==> src/rtl/dct_pkg.sv <==
// Package: shared types and field layout for the DMA chaining trigger unit.
// Assumes one 32-bit configuration word per chaining group.
package dct_pkg;

    localparam int CH_W  = 6;  // width of a one-based channel field
    localparam int EV_N  = 4;  // event types: 0 frag, 1 block, 2 transfer, 3 list

    typedef struct packed {
        logic              en;
        logic [EV_N-1:0]   imask;
        logic [EV_N-1:0]   trig;
        logic [CH_W-1:0]   dst;
        logic [CH_W-1:0]   src;
    } grp_cfg_t;

    // Pack stored fields into the bus word; reserved bits are zero.
    function automatic logic [31:0] cfg_to_word(input grp_cfg_t c);
        return {7'd0, c.en, c.imask, c.trig, 2'd0, c.dst, 2'd0, c.src};
    endfunction

endpackage

==> src/rtl/dct_cfg_regs.sv <==
// Module: configuration registers, one per chaining group, at
// GRP_BASE + 4*g. Writes merge under a per-bit mask. Reads are
// combinational. Assumes the addresses are byte addresses and the
// bus is single-cycle.
module dct_cfg_regs
    import dct_pkg::*;
#(
    parameter int NUM_GRP  = 2,
    parameter int ADDR_W   = 12,
    parameter int GRP_BASE = 'h28
) (
    input  logic                     clk,
    input  logic                     rst_n,
    input  logic                     wr_i,
    input  logic [ADDR_W-1:0]        addr_i,
    input  logic [31:0]              wdata_i,
    input  logic [31:0]              wmask_i,
    output logic [31:0]              rdata_o,
    output grp_cfg_t [NUM_GRP-1:0]   cfg_o
);

    grp_cfg_t [NUM_GRP-1:0] cfg_q;

    for (genvar g = 0; g < NUM_GRP; g++) begin : g_reg
        localparam logic [ADDR_W-1:0] MY_ADDR = ADDR_W'(GRP_BASE + 4 * g);
        logic        hit;
        logic [31:0] merged;
        logic        unused_rsvd;

        assign hit    = wr_i && (addr_i == MY_ADDR);
        assign merged = (cfg_to_word(cfg_q[g]) & ~wmask_i) | (wdata_i & wmask_i);
        assign unused_rsvd = ^{merged[31:25], merged[15:14], merged[7:6]};

        // Holds one group's fields; updates only on an addressed write.
        always_ff @(posedge clk) begin
            if (!rst_n) begin
                cfg_q[g] <= '0;
            end else if (hit) begin
                cfg_q[g] <= grp_cfg_t'({merged[24:16], merged[13:8], merged[5:0]});
            end
        end

        // without a write strobe a group's configuration never moves.
        a_r2_hold_unaddressed: assert property (@(posedge clk) disable iff (!rst_n)
            !wr_i |=> $stable(cfg_q[g]));
    end

    // Read mux: the addressed group's word, or zero for any other address.
    always_comb begin
        rdata_o = '0;
        for (int g = 0; g < NUM_GRP; g++) begin
            if (addr_i == ADDR_W'(GRP_BASE + 4 * g)) begin
                rdata_o = cfg_to_word(cfg_q[g]);
            end
        end
    end

    assign cfg_o = cfg_q;

endmodule

==> src/rtl/dct_group_match.sv <==
// Module: evaluates one chaining group. It selects the source channel's
// four events, decides whether the group fires, and produces the
// event-suppression map used to mask the forwarded events.
// Assumes NUM_CH is at least 2 and at most 2**CH_W - 1.
module dct_group_match
    import dct_pkg::*;
#(
    parameter int NUM_CH = 32,
    localparam int IDX_W = $clog2(NUM_CH)
) (
    input  logic                         clk,
    input  logic                         rst_n,
    input  grp_cfg_t                     cfg_i,
    input  logic [EV_N-1:0][NUM_CH-1:0]  ev_i,
    output logic                         fire_o,
    output logic [IDX_W-1:0]             dst_idx_o,
    output logic [EV_N-1:0][NUM_CH-1:0]  supp_o
);

    logic             src_ok, dst_ok;
    logic [IDX_W-1:0] src_idx;
    logic [EV_N-1:0]  src_ev;

    assign src_ok    = (cfg_i.src != '0) && (cfg_i.src <= CH_W'(NUM_CH));
    assign dst_ok    = (cfg_i.dst != '0) && (cfg_i.dst <= CH_W'(NUM_CH));
    assign src_idx   = IDX_W'(cfg_i.src - CH_W'(1));
    assign dst_idx_o = IDX_W'(cfg_i.dst - CH_W'(1));

    // Gathers the four completion strobes of the source channel.
    always_comb begin
        for (int t = 0; t < EV_N; t++) begin
            src_ev[t] = ev_i[t][src_idx];
        end
    end

    // Fire decision: enabled, both channels valid, any selected event present.
    assign fire_o = cfg_i.en && src_ok && dst_ok && |(src_ev & cfg_i.trig);

    // Suppression map: masked event types of a valid source while enabled.
    always_comb begin
        supp_o = '0;
        if (cfg_i.en && src_ok) begin
            for (int t = 0; t < EV_N; t++) begin
                supp_o[t][src_idx] = cfg_i.imask[t];
            end
        end
    end

    // a misconfigured or disabled group is silent.
    a_r4_unassigned_silent: assert property (@(posedge clk) disable iff (!rst_n)
        (!cfg_i.en || cfg_i.trig == '0 || cfg_i.src == '0 || cfg_i.dst == '0) |-> !fire_o);

    // one group masks at most one channel per event type.
    a_r8_supp_one_channel: assert property (@(posedge clk) disable iff (!rst_n)
        $countones(supp_o) <= EV_N);

endmodule

==> src/rtl/dma_chain_trig.sv <==
// Module: top of the DMA channel chaining trigger unit. It instantiates
// the register file and one matcher per group, merges the start requests
// and forwarded events, and registers both one cycle.
// Assumes event inputs are synchronous to clk.
module dma_chain_trig
    import dct_pkg::*;
#(
    parameter int NUM_CH   = 32,
    parameter int NUM_GRP  = 2,
    parameter int ADDR_W   = 12,
    parameter int GRP_BASE = 'h28,
    localparam int IDX_W   = $clog2(NUM_CH)
) (
    input  logic              clk,
    input  logic              rst_n,
    input  logic              reg_wr_i,
    input  logic [ADDR_W-1:0] reg_addr_i,
    input  logic [31:0]       reg_wdata_i,
    input  logic [31:0]       reg_wmask_i,
    output logic [31:0]       reg_rdata_o,
    input  logic [NUM_CH-1:0] ev_frag_i,
    input  logic [NUM_CH-1:0] ev_blk_i,
    input  logic [NUM_CH-1:0] ev_xfer_i,
    input  logic [NUM_CH-1:0] ev_list_i,
    output logic [NUM_CH-1:0] start_o,
    output logic [NUM_CH-1:0] irq_frag_o,
    output logic [NUM_CH-1:0] irq_blk_o,
    output logic [NUM_CH-1:0] irq_xfer_o,
    output logic [NUM_CH-1:0] irq_list_o
);

    grp_cfg_t [NUM_GRP-1:0]              cfg;
    logic [EV_N-1:0][NUM_CH-1:0]         ev_all;
    logic [NUM_GRP-1:0]                  fire;
    logic [NUM_GRP-1:0][IDX_W-1:0]       dst_idx;
    logic [NUM_GRP-1:0][EV_N-1:0][NUM_CH-1:0] supp;
    logic [EV_N-1:0][NUM_CH-1:0]         supp_any, irq_d, irq_q;
    logic [NUM_CH-1:0]                   start_d, start_q;

    assign ev_all = {ev_list_i, ev_xfer_i, ev_blk_i, ev_frag_i};

    dct_cfg_regs #(
        .NUM_GRP (NUM_GRP),
        .ADDR_W  (ADDR_W),
        .GRP_BASE(GRP_BASE)
    ) regs_i (
        .clk    (clk),
        .rst_n  (rst_n),
        .wr_i   (reg_wr_i),
        .addr_i (reg_addr_i),
        .wdata_i(reg_wdata_i),
        .wmask_i(reg_wmask_i),
        .rdata_o(reg_rdata_o),
        .cfg_o  (cfg)
    );

    for (genvar g = 0; g < NUM_GRP; g++) begin : g_grp
        dct_group_match #(.NUM_CH(NUM_CH)) match_i (
            .clk      (clk),
            .rst_n    (rst_n),
            .cfg_i    (cfg[g]),
            .ev_i     (ev_all),
            .fire_o   (fire[g]),
            .dst_idx_o(dst_idx[g]),
            .supp_o   (supp[g])
        );
    end

    // Start merge: OR every firing group's destination bit.
    always_comb begin
        start_d = '0;
        for (int g = 0; g < NUM_GRP; g++) begin
            if (fire[g]) start_d[dst_idx[g]] = 1'b1;
        end
    end

    // Event forwarding: clear every bit some enabled group masks.
    always_comb begin
        supp_any = '0;
        for (int g = 0; g < NUM_GRP; g++) supp_any = supp_any | supp[g];
        irq_d = ev_all & ~supp_any;
    end

    // Output stage: one register on start pulses and forwarded events.
    always_ff @(posedge clk) begin
        if (!rst_n) begin
            start_q <= '0;
            irq_q   <= '0;
        end else begin
            start_q <= start_d;
            irq_q   <= irq_d;
        end
    end

    assign start_o    = start_q;
    assign irq_frag_o = irq_q[0];
    assign irq_blk_o  = irq_q[1];
    assign irq_xfer_o = irq_q[2];
    assign irq_list_o = irq_q[3];

    // no start pulse follows a cycle with no completion events.
    a_r5_no_event_no_start: assert property (@(posedge clk) disable iff (!rst_n)
        (ev_all == '0) |=> (start_o == '0));

    // simultaneous starts never exceed the number of groups.
    a_r7_start_bound: assert property (@(posedge clk) disable iff (!rst_n)
        $countones(start_o) <= NUM_GRP);

    // a forwarded event always had its input strobe one cycle earlier.
    a_r9_irq_from_input: assert property (@(posedge clk) disable iff (!rst_n)
        1'b1 |=> ((irq_q & ~$past(ev_all)) == '0));

endmodule

==> config.mk <==
export PLATFORM = sky130hd
export DESIGN_NAME = dma_chain_trig
export DESIGN_NICKNAME = d
export VERILOG_FILES = /design/src/rtl/dct_pkg.sv /design/src/rtl/dct_cfg_regs.sv /design/src/rtl/dct_group_match.sv /design/src/rtl/dma_chain_trig.sv
export SDC_FILE = /design/constraint.sdc
export NUM_CORES = 1
export LEC_CHECK = 0
export ABC_AREA = 1
export BUFFER_PORTS_ARGS = -buffer_cell sky130_fd_sc_hd__buf_2
export CAP_MARGIN = 30
export CORE_MARGIN = 2
export CORE_UTILIZATION = 30
export DETAILED_ROUTE_END_ITERATION = 12
export PLACE_DENSITY = 0.65
export SLEW_MARGIN = 20
export SYNTH_ARGS = -nofsm -noshare
export SYNTH_HDL_FRONTEND = slang
export SYNTH_SLANG_ARGS = --single-unit
export TNS_END_PERCENT = 1
==> constraint.sdc <==
create_clock -name clk -period 2.27 [get_ports clk]
set_input_delay 0.454 -clock clk [delete_from_list [all_inputs] [get_ports clk]]
set_output_delay 0.454 -clock clk [all_outputs]
set_load 0.05 [all_outputs]
* Word-level counts from Yosys, hierarchy flattened
Index checks and enable logic that the tools add are counted.
Operators by class: equality and inequality tests 2, bitwise gates (word level) 20, reduce and logical (&&, ||, !) cells 22, add/subtract/negate cells 4, order comparisons 12, muxes and demuxes 30
Operators by type and width (count):
- $and A32 B32 Y32 | 8
- $mux W128 | 2
- $and A128 B128 Y128 | 1
- $not A128 Y128 | 1
- $or A128 B128 Y128 | 1
- $and A25 B25 Y25 | 3
- $mux W32 | 2
- $mux W25 | 2
- $or A25 B25 Y25 | 2
- $bmux W1 S5 | 8
- $or A32 B32 Y32 | 1
- $not A25 Y25 | 1
- $eq A12 B6 Y1 const B | 2
- $le A6 B6 Y1 const B | 4
- $lt A5 B6 Y1 const B | 4
- $reduce_bool A6 Y1 | 4
- $demux W1 S5 | 4
- $ge A5 B1 Y1 const B | 4
- $sub A5 B1 Y5 const B | 4
- $logic_and A1 B1 Y1 | 16
- $mux W1 | 12
- $and A4 B4 Y4 | 2
- $reduce_or A4 Y1 | 2
Word-level totals: word-level logic and storage cells 105, register bits after elaboration 202

* Logic depth before layout (Yosys ltp)
Gate-level depths: netlist of the first run.
depth in word-level cells 10, mapped depth 21, gate-level depth less buffers 17

* By module
A second synthesis of the first run with hierarchy kept.
Unflattened totals: cells, all modules 2075, area, all modules 12276.8 um^2
Modules (own cells, without submodules):
- dma_chain_trig | cells each 587, instances 1, area each 5078.6 um^2, seq. area each 3203.1 um^2
- dct_group_match (g_grp[0].match_i) | cells each 549, instances 1, area each 2423.6 um^2, seq. area each 0.0 um^2
- dct_cfg_regs | cells each 391, instances 1, area each 2389.8 um^2, seq. area each 840.8 um^2
- dct_group_match (g_grp[1].match_i) | cells each 548, instances 1, area each 2384.8 um^2, seq. area each 0.0 um^2

* Worst setup path after synthesis of the first run
Ideal clock, no wire load.
path kind input-to-output, start point input reg_addr_i[9], end point output reg_rdata_o[0], data required time 1.816 ns, cell stages on the path 5, path slack -0.835 ns, arrival time 2.651 ns, path buffers 1, path through or4_1 > nor2_1 > nand2_1 > clkbuf_1 > o32ai_1
Between the ends: longest elaborated chain between the ends 3, elaborated cells on any way between the ends 4, classes of those cells eq/ne: 2; mux: 2
Ends and longest elaborated chain:
- start, declared | RTL line dma_chain_trig.sv:17 | input logic [ADDR_W-1:0] reg_addr_i,
- $eq A12 B6 Y1 | RTL line dct_cfg_regs.sv:52 | if (addr_i == ADDR_W'(GRP_BASE + 4 * g)) begin
- $mux W25 | RTL line dct_cfg_regs.sv:52
- $mux W25 * | RTL line dct_cfg_regs.sv:52
- end, declared | RTL line dma_chain_trig.sv:20 | output logic [31:0] reg_rdata_o,
Every way passes the cells marked *; elsewhere a longest branch is shown, timed or not.

* Final worst setup path of the first run
start point input reg_addr_i[9], end point output reg_rdata_o[2]
The elaborated chain is that of the path after synthesis.

==> results of run 1 <==
## cell usage in the layout, fill, tap and decap left out, types with 6 or more instances in the layout
master                         n
sky130_fd_sc_hd__clkbuf_1      6
sky130_fd_sc_hd__clkbuf_16    28
sky130_fd_sc_hd__o221ai_1     67
sky130_fd_sc_hd__nand4_1      26
sky130_fd_sc_hd__nor3_1       47
sky130_fd_sc_hd__buf_12       40
sky130_fd_sc_hd__o221ai_2     17
sky130_fd_sc_hd__o21ai_0     121
sky130_fd_sc_hd__buf_2       342
sky130_fd_sc_hd__nor2_2       14
sky130_fd_sc_hd__o32ai_4      20
sky130_fd_sc_hd__nor2_1      248
sky130_fd_sc_hd__inv_2        14
sky130_fd_sc_hd__dfxtp_1     198
sky130_fd_sc_hd__nand3_2      36
sky130_fd_sc_hd__inv_1        92
sky130_fd_sc_hd__nand2_2      11
sky130_fd_sc_hd__a21oi_1      15
sky130_fd_sc_hd__nand3_1     181
sky130_fd_sc_hd__buf_6        21
sky130_fd_sc_hd__clkinvlp_4    6
sky130_fd_sc_hd__nor2_4        7
sky130_fd_sc_hd__nand2_1     551
sky130_fd_sc_hd__o21ai_1       9
sky130_fd_sc_hd__a21oi_2      32
sky130_fd_sc_hd__ha_1          8
sky130_fd_sc_hd__conb_1       11
sky130_fd_sc_hd__buf_4        97
## logic make-up (layout without fill, tap and decap cells)
logic type	count (synthesis)	after routing	synth area share
flip-flops	202	202	0.3316
AO/OA/AOI/OAI	289	289	0.1618
AND/OR/NAND/NOR	1133	1136	0.4023
buffers and inverters	249	660	0.09304
XOR/XNOR	1	1	0.0007182
adder cells (fa/ha/maj)	10	10	0.01026
other	1	16	0.0003075
## per-layer routing
metal  global-route usage  up-vias  routed length [microns]  share of wire
li1                     -     7103                        -              -
met1               0.3429     6957                    24570           0.42
met2               0.4376      873                    26650           0.45
met3              0.03801      159                     5097          0.086
met4               0.1141        6                     2596          0.044
met5                    0        -                       30        0.00051
## power by group through the flow
stage                     sequential (mW)  clock (mW)  combinational [mW]
after floorplan                      4.21           0               0.371
after global placement               3.78           0                1.28
after detailed placement             3.78           0                1.28
after CTS                            3.71        3.86                1.29
after global routing                 3.71        4.00                1.39
final                                3.71        3.79                1.31
## worst paths after layout
| path | to | cells past startpoint | start |
|---|---|---|---|
| max reg2reg | start_o[17]$_SDFF_PN0_ | 17 | flop |
| min | flop | 3 | reg_wdata_i[13] |
| max | reg_rdata_o[2] | 7 | reg_addr_i[9] |
| min reg2reg | flop | 4 | flop |
## through the flow
stage,area [sq um],std cells
detailed placement,15950,2781
CTS,16840,2827
global route,17270,2838
finish,17270,2839
floorplan,12710,1895
global placement,15950,2781
## worst max-delay path: stages
cell,delay (ns)
sky130_fd_sc_hd__buf_6,0.09
sky130_fd_sc_hd__or4_4,0.56
sky130_fd_sc_hd__nor2_4,0.13
sky130_fd_sc_hd__nand2_4,0.10
sky130_fd_sc_hd__buf_12,0.18
sky130_fd_sc_hd__o32ai_4,0.27
sky130_fd_sc_hd__buf_12,0.18
## layout make-up
class | count | area (sq um)
well taps | 525 | 656.9
inverters | 111 | 436.7
flip-flops and latches | 202 | 4049
clock inverters | 12 | 93.84
repair buffers | 503 | 3552
clock buffers | 34 | 689.4
diodes | 5 | 12.51
multi-input cells | 1447 | 7781
fillers | 4104 | 22640
## timing repair
action / CTS / global route
hold endpoints to repair: 0 / 0
pin swaps: 2 / 7
gates resized for setup: 29 / 75
endpoints found under the setup margin: 76 / 180
gates cloned: 0 / 7
==> results.md, run 1 <==
* TritonCTS clock tree: done
* Area of the mapped netlist at 12200 sq um
* Number of flip-flops and latches in the synthesized netlist at 202
* Proportion of power drawn by flip-flops and latches at 0.421
* Share of the clock period used by the worst path at 1.066
* Kind of start point of the critical path: primary input
* Power per cell area at 509.5 nW/um^2
* Unrepaired setup endpoints after global routing: true
* Share of total power consumed by net switching at 0.2980
* Number of synthesis warnings at 0
* Layout area overhead at 41.61%
* Worst Path Max Fanout at 14
* Total half-perimeter wirelength after legalization and detailed placement at 43900 microns
* Buffers inserted during post-CTS setup optimization at 0
* X dimension of the die at around 210 microns
* Period minus WS final at around 2.4 ns
* Clock-pin slew on the worst setup and hold paths at 0.06 ns
* Via count of the first global-routing pass at about 14000
* Pin count of the biggest net entering global routing at 82
* Synthesized area per cell at 6.470 sq um
* Share of post-route cells with drive strength above 1 at 0.3114
* Mean number of vias per cell at 5.318
* Final max-slew violation count at 0
* Input/output buffers at 365
* Worst slack on hold paths at about 0.15 ns
* Transition time of the tightest slew-check pin at 0.5715 ns
* Starting density of the core at 0.3056
* Int Pwr at about 6.2 mW
* Top cells by area, synth: sky130_fd_sc_hd__dfxtp_1, sky130_fd_sc_hd__nand2_1, sky130_fd_sc_hd__nor2_1, sky130_fd_sc_hd__nand3_1, sky130_fd_sc_hd__o221ai_1
* Number of library cell types mapped by synthesis at 38
* Standby leakage power at 7.682 nW
* Placement-stage worst setup slack at -0.2751 ns
* Number of violations reported at the end of detailed-routing iteration 0 at 1358
* Clock network fraction of total power at 0.430
* Fraction of the yosys area taken by sequential cells at 0.3316
* Total Routing Usage GR at 0.2648
* Worst slew slack as a fraction of its limit at 0.6190
* Final Hold Fails at 0
* Full die area at around 42000 sq um
* Wire per inst at 20.76 microns
* Aggregate negative setup slack at -3.249 ns
* Logic pwr share at 0.148
* Outcome: complete, but fails checks
* Placer's final routability congestion estimate at a little under 1
* Total number of placement rows at 73
* Clock tree root buffer cell: sky130_fd_sc_hd__clkbuf_16
* # nets final at ~2500
* Worst clock skew at 0.01949 ns
* Violations in the final reports: setup timing
* H-tree depth reported by CTS at 1
* Overflow after GRT at 0
* Clk Latency, worst-skew pair at 0.55 ns
* Initial DRT Pass Iterations at 6
* Portion of synthesized cell area occupied by the leading cell type at 0.3316
* Final core utilization at 0.4327
* Number of remaining DRC errors at 0
* Top-Level Pins at 399
* Kind of critical path: in -> out
* Clock Sink Count at 202
* Crit path setup slack, layout at -0.1494 ns
* Synth async-reset ratio at 0
* Largest voltage drop on the vdd net at about 0.35 mV
* Top FF cell, synth: sky130_fd_sc_hd__dfxtp_1
* R2r setup slk at -0.04 ns
* Number of hold buffers added after cts at 0
* Type of element capturing the critical path: primary output
* Post-route ant nets at 0
* Total via count after detailed routing at 15100
* Data arrival at the endpoint of the critical path at between 1.5 and 2 ns
* Count leader, synth: sky130_fd_sc_hd__nand2_1
* Routed WL at 58940 microns
* Clock Tree Buf Depth at 3
* Pwr Total at between 8 and 9 mW
* Psw at 2.623 mW
* First-pass GRT wire length at about 86000 microns
* # setup viols final at 55
* Cell type contributing the most total cell area after synthesis: sky130_fd_sc_hd__dfxtp_1
* TritonCTS buffer count at 25
* Cells after Synth at approximately 1900
* Max-cap check violation count at 0
* Worst hold path class: in -> reg
* Required time at the endpoint of the critical path at between 1.5 and 2 ns
* Upper clock frequency limit at ~0.41 GHz
* Initial antenna violation count at 7
* Number of synthesized flops with an enable pin at 0
* Leading post-synthesis cells by instance count: sky130_fd_sc_hd__nand2_1, sky130_fd_sc_hd__nor2_1, sky130_fd_sc_hd__dfxtp_1
* Die height at 205.6 microns
* Std-Cell Core Area at 39910 sq um
(Power assumes the default switching activity.)
==> inputs of run 2 (changes only) <==
- CORE_MARGIN: 2 -> 8
==> run 2 against run 1 <==
  * The run still ends with setup timing left
  * Sequential power about the same
  * Utilization decreased by 1.1 points
  * Critical path depth increased by 1
  * Critical endpoint is now reg_rdata_o[16]
  * Highest routed layer unchanged
==> results.md, run 2 (synthesis gave the netlist of run 1 again) <==
* Pin count of the biggest net entering global routing at 84 (+2.4%)
* Most common library cell in the layout ignoring fill and taps: sky130_fd_sc_hd__nand2_1
* Period minus WS final at 2.493 ns (+0.07327 ns)
* Total number of placement rows at 74 (+1.4%)
* First-pass GRT wire length at 89840 microns (+4.8%)
* Share of post-route cells with drive strength above 1 at 0.3029 (-0.008478)
* TritonCTS clock tree: done
* Input/output buffers at 365 (unchanged)
* Worst Path Max Fanout at 12 (-2)
* Clock tree root buffer cell: sky130_fd_sc_hd__clkbuf_16
* Total via count after detailed routing at 15060 (-0.25%)
* Worst clock skew at 0.02545 ns (+0.005957 ns)
* Violations in the final reports: setup timing
* Aggregate negative setup slack at -4.750 ns (-1.501 ns)
* Pwr Total at 8.878 mW (+0.88%)
* Worst slack on hold paths at 0.1462 ns (-0.006030 ns)
* Kind of critical path: in -> out
* Routed WL at 60610 microns (+2.8%)
* Cell Area, Placed at 15910 sq um (-0.24%)
* Standby leakage power at 7.626 nW (-0.73%)
* Overflow after GRT at 0 (unchanged)
* Outcome: complete, but fails checks
* Final standard cell count with taps included and fillers excluded at 2836 (-0.11%)
* Total Routing Usage GR at 0.2416 (-0.02325)
* Type of element capturing the critical path: primary output
* Initial DRT Pass Iterations at 6 (unchanged)
* Category of cells accounting for the largest share of critical-path delay: simple AND/OR/NAND/NOR gates
* Share of the clock period used by the worst path at 1.098 (+0.03228)
* Transition time of the tightest slew-check pin at 0.6132 ns (+0.04171 ns)
* Full die area at 47360 sq um (+12%)
* Initial antenna violation count at 5 (-2)
* Maximum single-stage delay on the critical path at 0.55 ns (about the same)
* Die height at 217.6 microns (+5.8%)
* X dimension of the die at 217.6 microns (+5.8%)
* Clock Sink Count at 202 (unchanged)
* Largest voltage drop on the vdd net at 0.5214 mV (+49%)
* Mean number of vias per cell at 5.311 (-0.14%)
* Total non-filler cell area in the finished layout at 17050 sq um (-1.3%)
* TritonCTS buffer count at 24 (-4.0%)
* Std-Cell Core Area at 40460 sq um (+1.4%)
* Number of remaining DRC errors at 0 (unchanged)
* Power per cell area at 520.8 nW/um^2 (+2.2%)
* Via count of the first global-routing pass at 14840 (+2.6%)
* Worst slew slack as a fraction of its limit at 0.5912 (-0.02781)
* Number of violations reported at the end of detailed-routing iteration 0 at 1399 (+3.0%)
* Required time at the endpoint of the critical path at 1.82 ns (about the same)
* Data arrival at the endpoint of the critical path at 2.04 ns (+0.07 ns)
* Max stage delay cell, worst path: sky130_fd_sc_hd__or4_4
* # setup viols final at 53 (-3.6%)
* # nets final at 2500 (-0.28%)
* Number of hold buffers added after cts at 0 (unchanged)
* Clock Tree Buf Depth at 3 (unchanged)
* Starting density of the core at 0.3014 (-0.004129)
* Placer's final routability congestion estimate at 0.9712 (-0.35%)
* Final max-slew violation count at 0 (unchanged)
* Kind of start point of the critical path: primary input
* Chain of cells forming the critical path: buf_6, or4_4, nor2_4, nand2_4, buf_12, buf_12, o32ai_4, buf_12
* Commonest cells after routing, fill and taps aside: sky130_fd_sc_hd__nand2_1, sky130_fd_sc_hd__buf_2, sky130_fd_sc_hd__nor2_1, sky130_fd_sc_hd__dfxtp_1, sky130_fd_sc_hd__nand3_1
* Crit path buffers/inverters at 4 (+1)
* Total half-perimeter wirelength after legalization and detailed placement at 45100 microns (+2.7%)
* Post-route ant nets at 0 (unchanged)
* Top-Level Pins at 399 (unchanged)
* Clock-pin slew on the worst setup and hold paths at 0.06 ns (about the same)
* Max-cap check violation count at 0 (unchanged)
* Final Hold Fails at 0 (unchanged)
* Most frequent cell on the critical path: sky130_fd_sc_hd__buf_12
* Clk Latency, worst-skew pair at 0.56 ns (about the same)
* Unrepaired setup endpoints after global routing: true
* Upper clock frequency limit at 0.4012 GHz (-2.9%)
* Layout area overhead at 39.76%
* Number of instances in the placed design at 2785 (+0.14%)
* Wire per inst at 21.37 microns (+3.0%)
* H-tree depth reported by CTS at 1 (unchanged)
* Crit path setup slack, layout at -0.2226 ns (-0.07328 ns)
* Worst hold path class: in -> reg
[run 2: changes by cell type in the layout (fill, tap and decap cells not counted), sizes merged]
cell / delta
clkbuf: -6
diode: -2
clkinv: +7
clkinvlp: -5
buf: -4
nand2: -1
inv: -1
bufinv: +2
[run 2: path summary, 6_finish.rpt]
check                       from  slack, ns  cells past startpoint                     end
setup / recovery   reg_addr_i[9]      -0.22                      8         reg_rdata_o[16]
hold / removal    reg_wdata_i[8]       0.15                      3                    flop
setup reg to reg            flop      -0.10                     19  start_o[15]$_SDFF_PN0_
hold reg to reg             flop       0.61                      4                    flop
[run 2: report_power, final]
part / switching, mW / internal (mW)
Sequential: 0.0345 / 3.67
Clock: 1.63 / 2.23
Combinational: 0.958 / 0.360
Total: 2.62 / 6.26
[run 2: through the flow]
stage                       util  setup slack, ns
after global placement    0.3933          -0.2545
after floorplan                -          -0.1715
after CTS                 0.4165          -0.2389
after detailed placement  0.3933          -0.2776
after global routing      0.4212          -0.2771
final                     0.4213          -0.2226
[run 2: final cells by class]
type	count	area (sq um)
antenna	3	7.507
clock buffer	29	629.4
clock inverter	15	157.7
fill	4266	23420
inverter	111	424.2
multi-input combinational	1446	7651
sequential	202	4050
tap	532	665.6
timing repair buffer	498	3461
[run 2: routing by layer]
metal | vias to the layer above | wire length, microns | track usage
met2 | 829 | 28320 | 0.4086
li1 | 7087 | - | -
met4 | 6 | 2094 | 0.08161
met5 | - | 38 | 0
met3 | 153 | 5817 | 0.05520
met1 | 6986 | 24350 | 0.2989
[run 2: tightest hold or removal path: stages]
cell	delay, ns
sky130_fd_sc_hd__buf_2	0.09
sky130_fd_sc_hd__nor3_1	0.05
sky130_fd_sc_hd__nor2_1	0.08
[run 2: repair_timing]
action | CTS | global route
setup buffers | 0 | 0
resized for setup | 44 | 30
pin swaps | 3 | 4
setup endpoints to repair | 98 | 176
cloned | 0 | 4
